**src/rtl/spi_fm_pkg.sv**
```systemverilog
package spi_fm_pkg;

    localparam int REG_CTRL = 0;
    localparam int REG_BUF  = 1;
    localparam int REG_CMD  = 2;
    localparam int REG_DATA = 3;
    localparam int REG_STAT = 4;

    localparam int ST_TXE  = 0;
    localparam int ST_RXNE = 1;
    localparam int ST_TEND = 2;
    localparam int ST_OVF  = 3;

    typedef enum logic [1:0] {
        ENG_IDLE,
        ENG_SHIFT,
        ENG_DONE
    } eng_state_e;

    typedef struct packed {
        logic ext;
        logic cpol;
        logic cpha;
    } spi_mode_t;

    // edge numbers count from 1; odd = leading half of each bit
    function automatic logic samples_here(input logic cpha, input logic odd);
        return cpha ? !odd : odd;
    endfunction

    function automatic logic drives_here(input logic cpha, input logic odd,
                                         input logic first, input logic last);
        return cpha ? (odd && !first) : (!odd && !last);
    endfunction

endpackage

```
**src/rtl/spi_fm_fifo.sv**
```systemverilog
module spi_fm_fifo #(
    parameter int W     = 8,
    parameter int DEPTH = 8
) (
    input  logic         clk,
    input  logic         rst,
    input  logic         clr,
    input  logic         push,
    input  logic         pop,
    input  logic [W-1:0] wdata,
    output logic [W-1:0] rdata,
    output logic         empty,
    output logic         full
);
    localparam int AW = (DEPTH > 1) ? $clog2(DEPTH) : 1;
    localparam int CW = $clog2(DEPTH + 1);
    localparam logic [AW-1:0] LAST_SLOT = AW'(DEPTH - 1);
    localparam logic [CW-1:0] FULL_CNT  = CW'(DEPTH);

    logic [W-1:0]  mem [DEPTH];
    logic [AW-1:0] wr_q, rd_q;
    logic [CW-1:0] cnt_q;
    logic          do_push, do_pop;

    function automatic logic [AW-1:0] bump(input logic [AW-1:0] p);
        return (p == LAST_SLOT) ? '0 : p + 1'b1;
    endfunction

    always_comb begin
        empty   = (cnt_q == '0);
        full    = (cnt_q == FULL_CNT);
        do_push = push && !full && !clr;
        do_pop  = pop && !empty && !clr;
        rdata   = mem[rd_q];
    end

    always_ff @(posedge clk) begin
        if (do_push) mem[wr_q] <= wdata;
    end

    always_ff @(posedge clk) begin
        if (rst || clr) begin
            wr_q  <= '0;
            rd_q  <= '0;
            cnt_q <= '0;
        end else begin
            if (do_push) wr_q <= bump(wr_q);
            if (do_pop)  rd_q <= bump(rd_q);
            if (do_push && !do_pop)      cnt_q <= cnt_q + 1'b1;
            else if (do_pop && !do_push) cnt_q <= cnt_q - 1'b1;
        end
    end
endmodule

```
**src/rtl/spi_fm_engine.sv**
```systemverilog
module spi_fm_engine
    import spi_fm_pkg::*;
#(
    parameter int W        = 8,
    parameter int HALF_DIV = 2
) (
    input  logic         clk,
    input  logic         rst,
    input  logic         en,
    input  spi_mode_t    mode,
    input  logic         tx_valid,
    input  logic [W-1:0] tx_data,
    output logic         tx_pop,
    input  logic         rx_full,
    output logic         rx_push,
    output logic [W-1:0] rx_data,
    output logic         idle,
    output logic         sclk,
    output logic         mosi,
    output logic         ss_n,
    input  logic         miso
);
    localparam int EDGES    = 2 * W;
    localparam int EW       = $clog2(EDGES + 1);
    localparam int LEAD_EXT = 3 * HALF_DIV;
    localparam int DW       = $clog2(LEAD_EXT + 1);
    localparam logic [DW-1:0] DIV_HALF = DW'(HALF_DIV - 1);
    localparam logic [DW-1:0] DIV_EXT  = DW'(LEAD_EXT - 1);
    localparam logic [EW-1:0] LAST_EDGE = EW'(EDGES);
    localparam logic [EW-1:0] FIRST_EDGE = EW'(1);

    eng_state_e    st_q;
    logic [DW-1:0] div_q;
    logic [EW-1:0] edge_q, edge_nx;
    logic [W-1:0]  tx_sh_q, rx_sh_q;
    logic          sclk_q, mosi_q, ss_n_q;
    logic          tick, load, do_sample, do_drive;

    always_comb begin
        edge_nx   = edge_q + 1'b1;
        tick      = (st_q == ENG_SHIFT) && (div_q == '0);
        rx_push   = en && (st_q == ENG_DONE) && !rx_full;
        load      = en && tx_valid && ((st_q == ENG_IDLE) || rx_push);
        tx_pop    = load;
        do_sample = samples_here(mode.cpha, edge_nx[0]);
        do_drive  = drives_here(mode.cpha, edge_nx[0],
                                edge_nx == FIRST_EDGE, edge_nx == LAST_EDGE);
        rx_data   = rx_sh_q;
        idle      = (st_q == ENG_IDLE);
        sclk      = sclk_q;
        mosi      = mosi_q;
        ss_n      = ss_n_q;
    end

    always_ff @(posedge clk) begin
        if (rst) begin
            st_q    <= ENG_IDLE;
            div_q   <= '0;
            edge_q  <= '0;
            tx_sh_q <= '0;
            rx_sh_q <= '0;
            sclk_q  <= 1'b0;
            mosi_q  <= 1'b0;
            ss_n_q  <= 1'b1;
        end else if (!en) begin
            st_q   <= ENG_IDLE;
            sclk_q <= mode.cpol;
            ss_n_q <= 1'b1;
        end else if (load) begin
            tx_sh_q <= tx_data;
            mosi_q  <= tx_data[W-1];
            ss_n_q  <= 1'b0;
            edge_q  <= '0;
            div_q   <= mode.ext ? DIV_EXT : DIV_HALF;
            st_q    <= ENG_SHIFT;
        end else begin
            case (st_q)
                ENG_IDLE: sclk_q <= mode.cpol;
                ENG_SHIFT: begin
                    if (tick) begin
                        sclk_q <= ~sclk_q;
                        edge_q <= edge_nx;
                        div_q  <= DIV_HALF;
                        if (do_sample) rx_sh_q <= {rx_sh_q[W-2:0], miso};
                        if (do_drive) begin
                            tx_sh_q <= tx_sh_q << 1;
                            mosi_q  <= tx_sh_q[W-2];
                        end
                        if (edge_nx == LAST_EDGE) st_q <= ENG_DONE;
                    end else begin
                        div_q <= div_q - 1'b1;
                    end
                end
                ENG_DONE: if (rx_push) st_q <= ENG_IDLE;
                default:  st_q <= ENG_IDLE;
            endcase
        end
    end
endmodule

```
**src/rtl/spi_fifo_master.sv**
```systemverilog
module spi_fifo_master
    import spi_fm_pkg::*;
#(
    parameter int DATA_W     = 8,
    parameter int FIFO_DEPTH = 8,
    parameter int HALF_DIV   = 2,
    parameter int ADDR_W     = 3
) (
    input  logic              clk,
    input  logic              rst,
    input  logic [ADDR_W-1:0] reg_addr,
    input  logic              reg_we,
    input  logic              reg_re,
    input  logic [DATA_W-1:0] reg_wdata,
    output logic [DATA_W-1:0] reg_rdata,
    output logic              sclk,
    output logic              mosi,
    output logic              ss_n,
    input  logic              miso
);
    localparam int MODE_W = $bits(spi_mode_t);

    logic        en_q, tx_rst_q, rx_rst_q, ovf_q;
    spi_mode_t   mode_q;
    logic        tx_empty, tx_full, rx_empty, rx_full;
    logic        tx_pop, rx_push, eng_idle, tend;
    logic        ctrl_wr, buf_wr, cmd_wr, data_wr, data_rd, cmd_locked;
    logic [DATA_W-1:0] tx_head, rx_head, rx_word;

    always_comb begin
        ctrl_wr    = reg_we && (reg_addr == ADDR_W'(REG_CTRL));
        buf_wr     = reg_we && (reg_addr == ADDR_W'(REG_BUF));
        cmd_wr     = reg_we && (reg_addr == ADDR_W'(REG_CMD));
        data_wr    = reg_we && (reg_addr == ADDR_W'(REG_DATA));
        data_rd    = reg_re && (reg_addr == ADDR_W'(REG_DATA));
        tend       = eng_idle && tx_empty;
        cmd_locked = en_q && !tend;
    end

    always_ff @(posedge clk) begin
        if (rst) begin
            en_q     <= 1'b0;
            tx_rst_q <= 1'b0;
            rx_rst_q <= 1'b0;
            ovf_q    <= 1'b0;
            mode_q   <= '0;
        end else begin
            if (ctrl_wr) en_q <= reg_wdata[0];
            if (buf_wr) begin
                tx_rst_q <= reg_wdata[DATA_W-1];
                rx_rst_q <= reg_wdata[DATA_W-2];
            end
            if (cmd_wr && !cmd_locked) mode_q <= spi_mode_t'(reg_wdata[MODE_W-1:0]);
            if (tx_rst_q)                ovf_q <= 1'b0;
            else if (data_wr && tx_full) ovf_q <= 1'b1;
        end
    end

    spi_fm_fifo #(.W(DATA_W), .DEPTH(FIFO_DEPTH)) u_txq (
        .clk(clk), .rst(rst), .clr(tx_rst_q),
        .push(data_wr), .pop(tx_pop), .wdata(reg_wdata),
        .rdata(tx_head), .empty(tx_empty), .full(tx_full)
    );

    spi_fm_fifo #(.W(DATA_W), .DEPTH(FIFO_DEPTH)) u_rxq (
        .clk(clk), .rst(rst), .clr(rx_rst_q),
        .push(rx_push), .pop(data_rd), .wdata(rx_word),
        .rdata(rx_head), .empty(rx_empty), .full(rx_full)
    );

    spi_fm_engine #(.W(DATA_W), .HALF_DIV(HALF_DIV)) u_eng (
        .clk(clk), .rst(rst), .en(en_q), .mode(mode_q),
        .tx_valid(!tx_empty), .tx_data(tx_head), .tx_pop(tx_pop),
        .rx_full(rx_full), .rx_push(rx_push), .rx_data(rx_word),
        .idle(eng_idle), .sclk(sclk), .mosi(mosi), .ss_n(ss_n), .miso(miso)
    );

    always_comb begin
        reg_rdata = '0;
        unique case (reg_addr)
            ADDR_W'(REG_CTRL): reg_rdata[0] = en_q;
            ADDR_W'(REG_BUF): begin
                reg_rdata[DATA_W-1] = tx_rst_q;
                reg_rdata[DATA_W-2] = rx_rst_q;
            end
            ADDR_W'(REG_CMD):  reg_rdata[MODE_W-1:0] = mode_q;
            ADDR_W'(REG_DATA): reg_rdata = rx_empty ? '0 : rx_head;
            ADDR_W'(REG_STAT): begin
                reg_rdata[ST_TXE]  = tx_empty;
                reg_rdata[ST_RXNE] = !rx_empty;
                reg_rdata[ST_TEND] = tend;
                reg_rdata[ST_OVF]  = ovf_q;
            end
            default: reg_rdata = '0;
        endcase
    end
endmodule

```
**config.mk**
```make
export PLATFORM = sky130hd
export DESIGN_NAME = spi_fifo_master
export DESIGN_NICKNAME = d
export VERILOG_FILES = /design/src/rtl/spi_fm_pkg.sv /design/src/rtl/spi_fm_fifo.sv /design/src/rtl/spi_fm_engine.sv /design/src/rtl/spi_fifo_master.sv
export SDC_FILE = /design/constraint.sdc
export NUM_CORES = 1
export LEC_CHECK = 0
export BUFFER_PORTS_ARGS = -buffer_cell sky130_fd_sc_hd__buf_4
export CAP_MARGIN = 10
export CORE_MARGIN = 4
export CORE_UTILIZATION = 30
export DETAILED_ROUTE_END_ITERATION = 6
export PLACE_DENSITY_LB_ADDON = 0.1
export SLEW_MARGIN = 20
export SYNTH_ARGS = -nofsm -noshare
export SYNTH_HDL_FRONTEND = slang
export SYNTH_SLANG_ARGS = --single-unit
```
**constraint.sdc**
```tcl
create_clock -name clk -period 3.3 [get_ports clk]
set_input_delay 0.495 -clock clk [delete_from_list [all_inputs] [get_ports clk]]
set_output_delay 0.495 -clock clk [all_outputs]
set_load 0.01 [all_outputs]
```
# Word level (Yosys, flattened, before mapping)
# Memories as Yosys holds them, arrays and structs flattened. A register that Yosys moved wholly into a read port is not among the register bits.
# Cells that the tools add are included.
# Widths: inputs -> output; s select.
[classes]
n_addsub = 10
n_eq_ne = 24
mux = 48
bitwise_logic = 4
n_reduce_logical = 66
[op_table]
columns = ["operator", "count"]
rows = [
  ["$mux 3", 12],
  ["$logic_and 1x1->1", 28],
  ["$mux 7", 4],
  ["$mux 4", 4],
  ["$eq 3x3->1 const B", 5],
  ["$logic_not 1->1", 15],
  ["$mux 5", 3],
  ["$mux 1", 14],
  ["$add 3x1->3 const B", 4],
  ["$pmux 2 s3", 2],
  ["$reduce_and 4->1", 3],
  ["$reduce_bool 2->1", 5],
  ["$add 4x1->4 const B", 2],
  ["$eq 4x4->1 const B", 2],
  ["$logic_not 4->1", 2],
  ["$mux 2", 4],
  ["$mux 8", 1],
  ["$sub 4x1->4 const B", 2],
  ["$eq 3x2->1 const B", 2],
  ["$logic_not 3->1", 2],
  ["$ne 2x2->1 const B", 3],
  ["$ne 3x2->1 const B", 2],
  ["$ne 3x3->1 const B", 2],
  ["$reduce_and 3->1", 2],
  ["other kinds (19)", 27],
]
[totals]
ff_bits = 55
ram_bits = 128
inputBits = 16
word_cells = 176
n_memories = 2
[mem_list]
columns = ["memory", "depth", "width", "rd", "rd_ports_with_merged_regs", "wr", "line_no", "text"]
rows = [
  ["u_rxq.mem", 8, 8, 1, 1, 1, "spi_fm_fifo.sv:20", "logic [W-1:0] mem [DEPTH];"],
  ["u_txq.mem", 8, 8, 1, 1, 1, "spi_fm_fifo.sv:20", ""],
]

# Longest topological paths before layout
# Gate-level depths: netlist of the first run.
[depth]
word_depth = 10
depth_mapped = 13

# Hierarchy
# Synthesis of the first run repeated with hierarchy kept, for this count alone.
[unflattened]
hier_cells = 559
hier_area_um2 = 8300.5
[by_module_without_submodules]
columns = ["mod", "n_inst", "cells_per_inst", "area_each_um2", "seq_area_each_um2"]
rows = [
  ["spi_fm_fifo (u_rxq)", 1, 168, 3178.0, 2182.1],
  ["spi_fm_fifo (u_txq)", 1, 169, 3170.5, 2182.1],
  ["spi_fm_engine", 1, 159, 1406.3, 560.5],
  ["spi_fifo_master", 1, 63, 545.5, 140.1],
]

# Worst setup path after synthesis of the first run
# No wires, ideal clock.
[synth_path]
path_kind = "reg-to-reg"
from = "reg u_rxq.cnt_q[0]"
to = "reg u_rxq.cnt_q[3]"
setup_time_ps = 71
arrival_time_ps = 2747
path_slack_ps = 483
path_stages_with_launch = 14
period_less_slack_ps = 2817
path_cell_list = "dfxtp_1 nor4b_1 nand2b_1 or3_1 clkbuf_1 inv_1 ha_1 inv_1 ha_1 a21o_1 a21oi_1 xnor2_1 or3_1 a21oi_1"
[synth_between]
elab_chain_cells = 8
word_cells_on_any_way = 18
[synth_rtl]
columns = ["element", "line_no", "text"]
rows = [
  ["start: declaration", "spi_fm_fifo.sv:22", "logic [CW-1:0] cnt_q;"],
  ["start signal: assignment", "spi_fm_fifo.sv:49", "if (do_push && !do_pop) cnt_q <= cnt_q + 1'b1;"],
  ["start signal: assignment", "spi_fm_fifo.sv:50", "else if (do_pop && !do_push) cnt_q <= cnt_q - 1'b1;"],
  ["$eq 4x4->1 *", "spi_fm_fifo.sv:31", "full = (cnt_q == FULL_CNT);"],
  ["$logic_not 1->1 *", "spi_fm_fifo.sv:32, spi_fm_engine.sv:42", ""],
  ["$logic_and 1x1->1", "spi_fm_engine.sv:42", "rx_push = en && (st_q == ENG_DONE) && !rx_full;"],
  ["$logic_and 1x1->1 * (2 in series)", "spi_fm_fifo.sv:32", "do_push = push && !full && !clr;"],
  ["named net u_rxq.do_push", "spi_fm_fifo.sv:23", "logic do_push, do_pop;"],
  ["$logic_not 1->1", "spi_fm_fifo.sv:50", ""],
  ["$logic_and 1x1->1", "spi_fm_fifo.sv:50", ""],
  ["$reduce_bool 2->1 (no source line)", "n/a", ""],
]
# Mark *: on every way through the listed nets, which the timed path passes. The rest lies on a longest branch. The select of a mux whose other input is x is not followed.
# A chain may end at the register's enable or synchronous reset.

==> impl_metrics.sql, run 1 <==
INSERT INTO impl_metrics (metric_group, metric, value, unit) VALUES
('drt', 'routed_length_per_instance', '19.1', 'um'),
('worst_setup_path', 'crit_path_max_fanout', '12', ''),
('clock_tree', 'cts-root-buf', 'clkbuf_16', ''),
('pwr', 'power.leakage', '3.13', 'nW'),
('logic_synthesis', 'synth_seq_area_share', '64.1', '%'),
('clock_tree', 'ctsLongestPathBuffers', '2', ''),
('worst_setup_path', 'critical-path-top-delay-family', 'multiplexers', ''),
('worst_setup_path', 'crit_slowest_cell', 'dfxtp_1', ''),
('cells_and_area', 'syn_to_final_growth', '17.2', '%'),
('logic_synthesis', 'post_synthesis_cell_area', '7900', 'um2'),
('worst_hold_path', 'hold_path.class', 'input pin to flip-flop', ''),
('cells_and_area', 'final_non_filler_cell_total', '946', ''),
('floorplanning', 'die-height', '170', 'um'),
('logic_synthesis', 'synth_top_cells_by_area', 'edfxtp_1 (49%), dfxtp_1 (15%), mux4_2 (9.1%)', ''),
('pwr', 'post-layout-total-power', '4.69', 'mW'),
('timing', 'holdWs', '303', 'ps'),
('placed_design', 'gp_congestion', '0.780', ''),
('cells_and_area', 'post-route-util', '35.6', '%'),
('drt', 'drt_wl_total', '18100', 'um'),
('logic_synthesis', 'ys_types', '54', ''),
('floorplanning', 'floorplan.core_area', '26000', 'um2'),
('floorplanning', 'placement_rows', '59', ''),
('global_routing', 'grt_pass1_wl', '28600', 'um'),
('timing', 'worst_rel_slew_slack', '51.7', '%'),
('global_routing', 'grt_overflow_total', '0', ''),
('clock_tree', 'worstSkewPairLatency', '430', 'ps'),
('floorplanning', 'floorplan.initialDensity', '30.4', '%'),
('drt', 'vias_per_cell', '4.92', ''),
('timing', 'timing.setup.tns', '0', 'ps'),
('cells_and_area', 'finish.net_count', '634', ''),
('floorplanning', 'die_area', '29000', 'um2'),
('drt', 'firstDrtPassIters', '5', ''),
('logic_synthesis', 'yosys.cell_count.top_type', 'edfxtp_1', ''),
('drt', 'vias_after_detailed_routing', '4652', ''),
('timing', 'max_fclk', '339', 'MHz'),
('worst_setup_path', 'r2r_end', 'u_rxq.cnt_q[3]$_SDFFE_PP0P_', ''),
('outcome', 'status', 'completed', ''),
('timing', 'timing.final.setup_violations', '0', ''),
('global_routing', 'antenna_found_initial', '0', ''),
('global_routing', 'groute.usage.overall', '13.1', '%'),
('timing', 'final_max_slew_viol_count', '0', ''),
('flow_run', 'timing.max_cap.violations', '0', ''),
('logic_synthesis', 'post-synth-top-area-fraction', '48.7', '%'),
('clock_tree', 'cts_buf_count', '17', ''),
('logic_synthesis', 'post_synth_inst_count', '548', ''),
('clock_tree', 'tritoncts_clock_tree', 'yes', ''),
('floorplanning', 'num_io_pins', '27', ''),
('worst_setup_path', 'worst-endpoint-required', '2800', 'ps'),
('cells_and_area', 'drive_above_1_share', '22.1', '%'),
('global_routing', 'first_global_vias', '4914', ''),
('global_routing', 'grt_max_degree', '34', ''),
('drt', 'drt_first_iter_violations', '233', ''),
('clock_tree', 'htree_num_levels', '4', ''),
('worst_setup_path', 'worstSetupStartpointType', 'flip-flop', ''),
('timing', 'worst_pin_slew', '724', 'ps'),
('worst_setup_path', 'worst-setup-path-type', 'flip-flop to output pin', ''),
('logic_synthesis', 'synthDominantAreaCellType', 'edfxtp_1', ''),
('clock_tree', 'clkSlewWorstSetupHoldPaths', '80', 'ps'),
('logic_synthesis', 'dominantRegCellSynth', 'edfxtp_1', ''),
('worst_setup_path', 'crit_arrival', '2460', 'ps'),
('worst_setup_path', 'critical_path.reg2reg.startpoint', 'u_rxq.cnt_q[0]$_SDFFE_PP0P_', ''),
('logic_synthesis', 'synth_area_per_cell', '14.4', 'um2'),
('pwr', 'powerDensity', '507', 'nW/um2'),
('logic_synthesis', 'fraction_of_synthesis_flops_using_an_asynchronous_set_or_reset_pin', '0', '%'),
('worst_hold_path', 'hold_path_end', 'u_txq.mem[2][4]$_DFFE_PP_', ''),
('drt', 'drc_errors', '0', ''),
('worst_setup_path', 'timing.critical_path.cells', 'buf_4 -> mux4_2 -> mux2i_1 -> o21ai_0 -> buf_4', ''),
('timing', 'worst_clock_skew', '13.7', 'ps'),
('worst_setup_path', 'rr_worst_depth', '12', ''),
('worst_setup_path', 'regToRegSetupSlack', '400', 'ps'),
('placed_design', 'portBuffers', '26', '');
-- sequential cells by signal, summed over array words and instances, names as in the netlist, 2 cells and up, named ones only --
register and count:
mode_q 3, u_eng.div_q 3, u_eng.edge_q 5, u_eng.rx_data 8
u_eng.st_q 2, u_eng.tx_sh_q 7, u_rxq.cnt_q 4, u_rxq.mem 64
u_rxq.rd_q 3, u_rxq.wr_q 3, u_txq.cnt_q 4, u_txq.mem 64
u_txq.rd_q 3, u_txq.wr_q 3
-- worst max-delay path by stage --
stage | slack, ps | cells past startpoint | to
2_1_floorplan | 480 | 13 | u_rxq.cnt_q[3]$_SDFFE_PP0P_
3_3_place_gp | 250 | 13 | u_txq.cnt_q[3]$_SDFFE_PP0P_
3_5_place_dp | 210 | 13 | u_txq.cnt_q[3]$_SDFFE_PP0P_
4_1_cts | 200 | 12 | u_rxq.cnt_q[3]$_SDFFE_PP0P_
5_1_grt | 120 | 12 | u_txq.cnt_q[3]$_SDFFE_PP0P_
6_report | 350 | 5 | reg_rdata[6]
-- worst register-to-register path: cells and delay by family, from the launching register on --
family,cells,cell delay (ps)
AO/OA/AOI/OAI,3,490
flip-flops,1,380
AND/OR/NAND/NOR,4,1190
XOR/XNOR,1,100
adder cells (fa/ha/maj),2,460
buffers and inverters,2,210
-- cells in the final DEF, fill, tap and decap left out, types with 3 or more instances in the layout --
cell type	count
nand3b_1	3
a21o_1	4
or2_2	3
o21ai_0	15
inv_1	12
xor2_1	3
a311oi_1	9
nor3_1	10
xnor2_1	4
buf_4	56
inv_8	4
a211oi_1	8
clkbuf_16	17
nand2b_1	7
inv_6	5
ha_1	18
nor2b_1	14
nor4b_2	4
nand3_1	16
nor4_2	3
edfxtp_1	128
o22ai_1	3
dfxtp_1	61
nor3b_1	5
nand2_1	30
a21oi_1	21
mux4_2	32
mux2i_1	31
or3_1	5
nor2_1	47
-- what timing repair did --
item / CTS / global route
hold buffers: 0 / 0
setup buffers: 0 / 0
setup endpoints to repair: 0 / 1
gates resized for setup: 0 / 1
-- cell families after synthesis --
family	share of synthesized area [%]
AO/OA/AOI/OAI	6.11
XOR/XNOR	0.776
adder cells (fa/ha/maj)	3.36
buffers and inverters	2.01
flip-flops	64.1
multiplexers	13.2
AND/OR/NAND/NOR	10.4
-- stage by stage --
step                instance area, um2  setup WS (ps)
floorplan                         7900            483
detailed placement                8660            206
global route                      9260            120
finish                            9260            348
CTS                               9250            199
global placement                  8660            254
-- where the power goes --
group / switching [mW] / total [mW] / internal (mW)
combinational: 0.0640 / 0.109 / 0.0445
clock: 0.976 / 2.06 / 1.08
sequential: 0.00906 / 2.52 / 2.52
-- cell type report --
| class | count | area, um2 |
|---|---|---|
| multi-input cells | 322 | 2710 |
| fillers | 2499 | 16700 |
| clock buffers | 17 | 425 |
| inverters | 12 | 45.0 |
| repair buffers | 56 | 420 |
| well taps | 335 | 419 |
| clock inverters | 15 | 166 |
| flip-flops and latches | 189 | 5060 |
-- per-layer routing --
layer,global-route usage (%),vias up,share of wire (%)
li1,-,2207,-
met1,16.6,2370,45
met2,22.6,58,52
met3,2.49,17,2.3
met4,4.20,0,1.5
met5,0,-,0
Note: power is estimated with default switching activity, not from simulation.
==> run 2: changes to the inputs <==
--- a/config.mk
+++ b/config.mk
@@ -14,4 +14,5 @@
 export SLEW_MARGIN = 20
 export SYNTH_ARGS = -nofsm -noshare
 export SYNTH_HDL_FRONTEND = slang
+export SYNTH_HIERARCHICAL = 1
 export SYNTH_SLANG_ARGS = --single-unit
==> run 2 against run 1 <==
Sequential power about the same. Combinational power up 12%. Largest power group unchanged. Global-route usage fell by 0.92 points. Clock skew up 1.8 ps. Clock-buffer cell count unchanged. Clock power is essentially flat. Flip-flop and latch count is the same. Register-to-register slack got worse by 130 ps. Wire length is 0.19% lower. Final area up 3.3%. Highest routed layer is now met5. Final cell count is 4.1% higher. Critical path depth rose by 8. Critical endpoint is now u_txq/cnt_q[3]$_SDFFE_PP0P_.
==> impl_metrics.sql, run 2 <==
INSERT INTO impl_metrics (metric_group, metric, value, unit) VALUES
('logic_synthesis', 'post-synth-top-area-fraction', '46.3', '%'),
('pwr', 'power.leakage', '3.29', 'nW'),
('worst_hold_path', 'hold_path_end', 'u_txq/mem[7][4]$_DFFE_PP_', ''),
('worst_hold_path', 'holdPathStages', '1', ''),
('drt', 'routed_length_per_instance', '18.3', 'um'),
('logic_synthesis', 'adder_cell_share_of_the_synthesized_area', '3.20', '%'),
('global_routing', 'groute.usage.overall', '12.2', '%'),
('worst_setup_path', 'r2r_end', 'u_txq/cnt_q[3]$_SDFFE_PP0P_', ''),
('logic_synthesis', 'synth_area_per_cell', '14.8', 'um2'),
('pwr', 'powerDensity', '494', 'nW/um2'),
('flow_run', 'timing.max_cap.violations', '0', ''),
('logic_synthesis', 'post_synth_mux_area_share', '15.4', '%'),
('timing', 'grt_setup_unrepaired', 'no', ''),
('worst_setup_path', 'critical_path.reg2reg.startpoint', 'u_txq/cnt_q[1]$_SDFFE_PP0P_', ''),
('global_routing', 'antenna_found_initial', '1', ''),
('drt', 'wl_met3', '558', 'um'),
('placed_design', 'place_hpwl', '11900', 'um'),
('timing', 'timing.final.setup_violations', '0', ''),
('cells_and_area', 'syn_to_final_growth', '15.2', '%'),
('drt', 'vias_per_cell', '4.76', ''),
('clock_tree', 'ctsLongestPathBuffers', '2', ''),
('pwr', 'ir_worst_vdd', '0.000324', 'V'),
('clock_tree', 'htree_num_levels', '4', ''),
('drt', 'vias_after_detailed_routing', '4692', ''),
('placed_design', 'dp_worst_setup_slack', '275', 'ps'),
('cells_and_area', 'finish.net_count', '636', ''),
('worst_setup_path', 'worstSetupStartpointType', 'flip-flop', ''),
('timing', 'worst_rel_slew_slack', '48.3', '%'),
('timing', 'worst_pin_slew', '775', 'ps'),
('drt', 'firstDrtPassIters', '4', ''),
('placed_design', 'gp_congestion', '0.693', ''),
('floorplanning', 'die-height', '174', 'um'),
('cells_and_area', 'post-route-util', '35.3', '%'),
('logic_synthesis', 'synth_xor_area_share', '0.528', '%'),
('global_routing', 'grt_max_degree', '40', ''),
('timing', 'timing.setup.tns', '0', 'ps'),
('drt', 'drt_first_iter_violations', '282', ''),
('logic_synthesis', 'synth_top_cells_by_area', 'edfxtp_1 (46%), dfxtp_1 (15%), mux4_1 (9.5%)', ''),
('logic_synthesis', 'synth_seq_area_share', '61.0', '%'),
('worst_hold_path', 'hold_path.class', 'input pin to flip-flop', ''),
('timing', 'final-hold-violation-count', '0', ''),
('outcome', 'status', 'completed', ''),
('floorplanning', 'num_io_pins', '27', ''),
('clock_tree', 'ctsHoldBuffers', '0', ''),
('logic_synthesis', 'synth_simple_gate_area_share', '11.1', '%'),
('logic_synthesis', 'post_synth_inst_count', '559', ''),
('clock_tree', 'tritoncts_clock_tree', 'yes', ''),
('floorplanning', 'placement_rows', '60', ''),
('floorplanning', 'floorplan.initialDensity', '30.6', '%'),
('logic_synthesis', 'synth_enable_flop_cells', '128', ''),
('logic_synthesis', 'post_synthesis_cell_area', '8300', 'um2'),
('logic_synthesis', 'combinational_family_with_the_most_area_after_synthesis', 'multiplexers', ''),
('clock_tree', 'cts-root-buf', 'clkbuf_16', ''),
('global_routing', 'grt_pass1_wl', '28200', 'um'),
('clock_tree', 'clkSlewWorstSetupHoldPaths', '80', 'ps'),
('worst_setup_path', 'crit_arrival', '3400', 'ps'),
('timing', 'final_critical_path_setup_slack', '271', 'ps'),
('floorplanning', 'floorplan.core_area', '27100', 'um2'),
('drt', 'route.antenna.remaining_nets', '0', ''),
('placed_design', 'portBuffers', '26', ''),
('logic_synthesis', 'fraction_of_synthesis_flops_using_an_asynchronous_set_or_reset_pin', '0', '%'),
('drt', 'detail_route.wirelength.met1', '8230', 'um'),
('worst_setup_path', 'rr_worst_depth', '13', ''),
('drt', 'drt_wl_total', '18100', 'um'),
('clock_tree', 'number_of_buffers_inserted_to_repair_setup_after_cts', '0', ''),
('timing', 'max_fclk', '330', 'MHz'),
('cells_and_area', 'drive_above_1_share', '20.9', '%'),
('worst_setup_path', 'launching_instance_or_port_of_the_critical_path', 'u_txq/cnt_q[1]$_SDFFE_PP0P_', ''),
('cells_and_area', 'area.sequential', '5060', 'um2'),
('clock_tree', 'worstSkewPairLatency', '430', 'ps'),
('logic_synthesis', 'synth_seq_cells', '189', ''),
('worst_setup_path', 'worst-setup-path-type', 'flip-flop to flip-flop', ''),
('logic_synthesis', 'total_nets_after_synthesis', '595', ''),
('worst_hold_path', 'min-delay-start', 'reg_wdata[4]', ''),
('clock_tree', 'clock-sinks', '189', ''),
('logic_synthesis', 'synth_compound_gate_area_share', '5.88', '%'),
('clock_tree', 'cts_buf_count', '17', ''),
('drt', 'highest-signal-layer', 'met5', ''),
('timing', 'worst_clock_skew', '15.6', 'ps'),
('cells_and_area', 'num_antenna_cells', '0', ''),
('cells_and_area', 'multi_input_area', '3000', 'um2'),
('logic_synthesis', 'synth.top_cells.by_count', 'edfxtp_1 (128), nor2_1 (67), dfxtp_1 (61)', ''),
('timing', 'fin_crit_sh', '91.8', '%'),
('global_routing', 'first_global_vias', '4804', ''),
('logic_synthesis', 'yosys.cell_count.top_type', 'edfxtp_1', ''),
('timing', 'post-route-min-period', '3030', 'ps'),
('floorplanning', 'die_area', '30400', 'um2'),
('cells_and_area', 'final_cell_mix', 'edfxtp_1 (128), nor2_1 (67), dfxtp_1 (61)', ''),
('cells_and_area', 'final_common_cell', 'edfxtp_1', ''),
('logic_synthesis', 'yosys_warnings', '6', ''),
('clock_tree', 'cts.repair.resized', '0', ''),
('worst_setup_path', 'worst-endpoint-required', '3680', 'ps'),
('worst_setup_path', 'setup.worst_path.end_class', 'flip-flop', ''),
('logic_synthesis', 'ys_types', '68', ''),
('cells_and_area', 'layout.filler_cells', '2584', ''),
('cells_and_area', 'final_non_filler_cell_total', '985', ''),
('placed_design', 'place_inst', '953', ''),
('worst_setup_path', 'crit_path_max_fanout', '8', ''),
('drt', 'routed-wl-met2', '9060', 'um'),
('global_routing', 'grt_overflow_total', '0', ''),
('floorplanning', 'dieWidth', '174', 'um'),
('worst_setup_path', 'regToRegSetupSlack', '270', 'ps'),
('drt', 'drc_errors', '0', ''),
('timing', 'final_max_slew_viol_count', '0', ''),
('logic_synthesis', 'dominantRegCellSynth', 'edfxtp_1', ''),
('logic_synthesis', 'synthDominantAreaCellType', 'edfxtp_1', '');
## run 2: final cells by class
type	instances	share of cell area [%]
tap	372	4.87
clock inverter	15	1.82
sequential	189	53.0
timing repair buffer	50	3.92
inverter	15	0.589
multi-input combinational	327	31.4
clock buffer	17	4.45
## run 2: cell families after synthesis
group,Yosys count
flip-flops,189
AND/OR/NAND/NOR,164
multiplexers,74
AO/OA/AOI/OAI,64
buffers and inverters,43
adder cells (fa/ha/maj),20
XOR/XNOR,5
## run 2: worst max path at each step
stage / endpoint / slack, ps / depth (start not counted)
2_1_floorplan: u_txq/cnt_q[3]$_SDFFE_PP0P_ / 530 / 13
3_3_place_gp: u_txq/cnt_q[3]$_SDFFE_PP0P_ / 330 / 13
3_5_place_dp: u_txq/cnt_q[3]$_SDFFE_PP0P_ / 270 / 13
4_1_cts: u_txq/cnt_q[3]$_SDFFE_PP0P_ / 230 / 13
5_1_grt: u_txq/cnt_q[3]$_SDFFE_PP0P_ / 80 / 13
6_report: u_txq/cnt_q[3]$_SDFFE_PP0P_ / 270 / 13
## run 2: worst max-delay path, stage by stage (launching register included)
cell and delay, ps:
dfxtp_1 400, nor4_1 480, inv_1 150, nand3_2 110, inv_2 100, o41ai_2 120
or2_2 220, ha_1 150, inv_1 100, ha_1 350, a21oi_1 110, a211o_1 320
a211oi_1 230, a31o_2 140
## run 2: per-layer routing
layer	track usage [%]	up-vias
li1	-	2230
met1	15.9	2366
met2	20.4	82
met3	2.46	12
met4	3.73	2
met5	0	-
## run 2: report_power, final
part | total, mW | internal, mW | leakage, nW | switching, mW
combinational | 0.122 | 0.0510 | 1.33 | 0.0714
sequential | 2.53 | 2.52 | 1.68 | 0.00907
clock | 2.07 | 1.08 | 0.288 | 0.988
total | 4.72 | 3.65 | 3.29 | 1.07
## run 2: per-stage QoR
stage | instance area [um2] | hold slack [ps] | power (mW)
CTS | 9560 | 275 | 4.79
floorplan | 8300 | 437 | 2.65
detailed placement | 8960 | 446 | 2.70
finish | 9560 | 294 | 4.72
global placement | 8960 | 438 | 2.70
global route | 9560 | 281 | 4.92
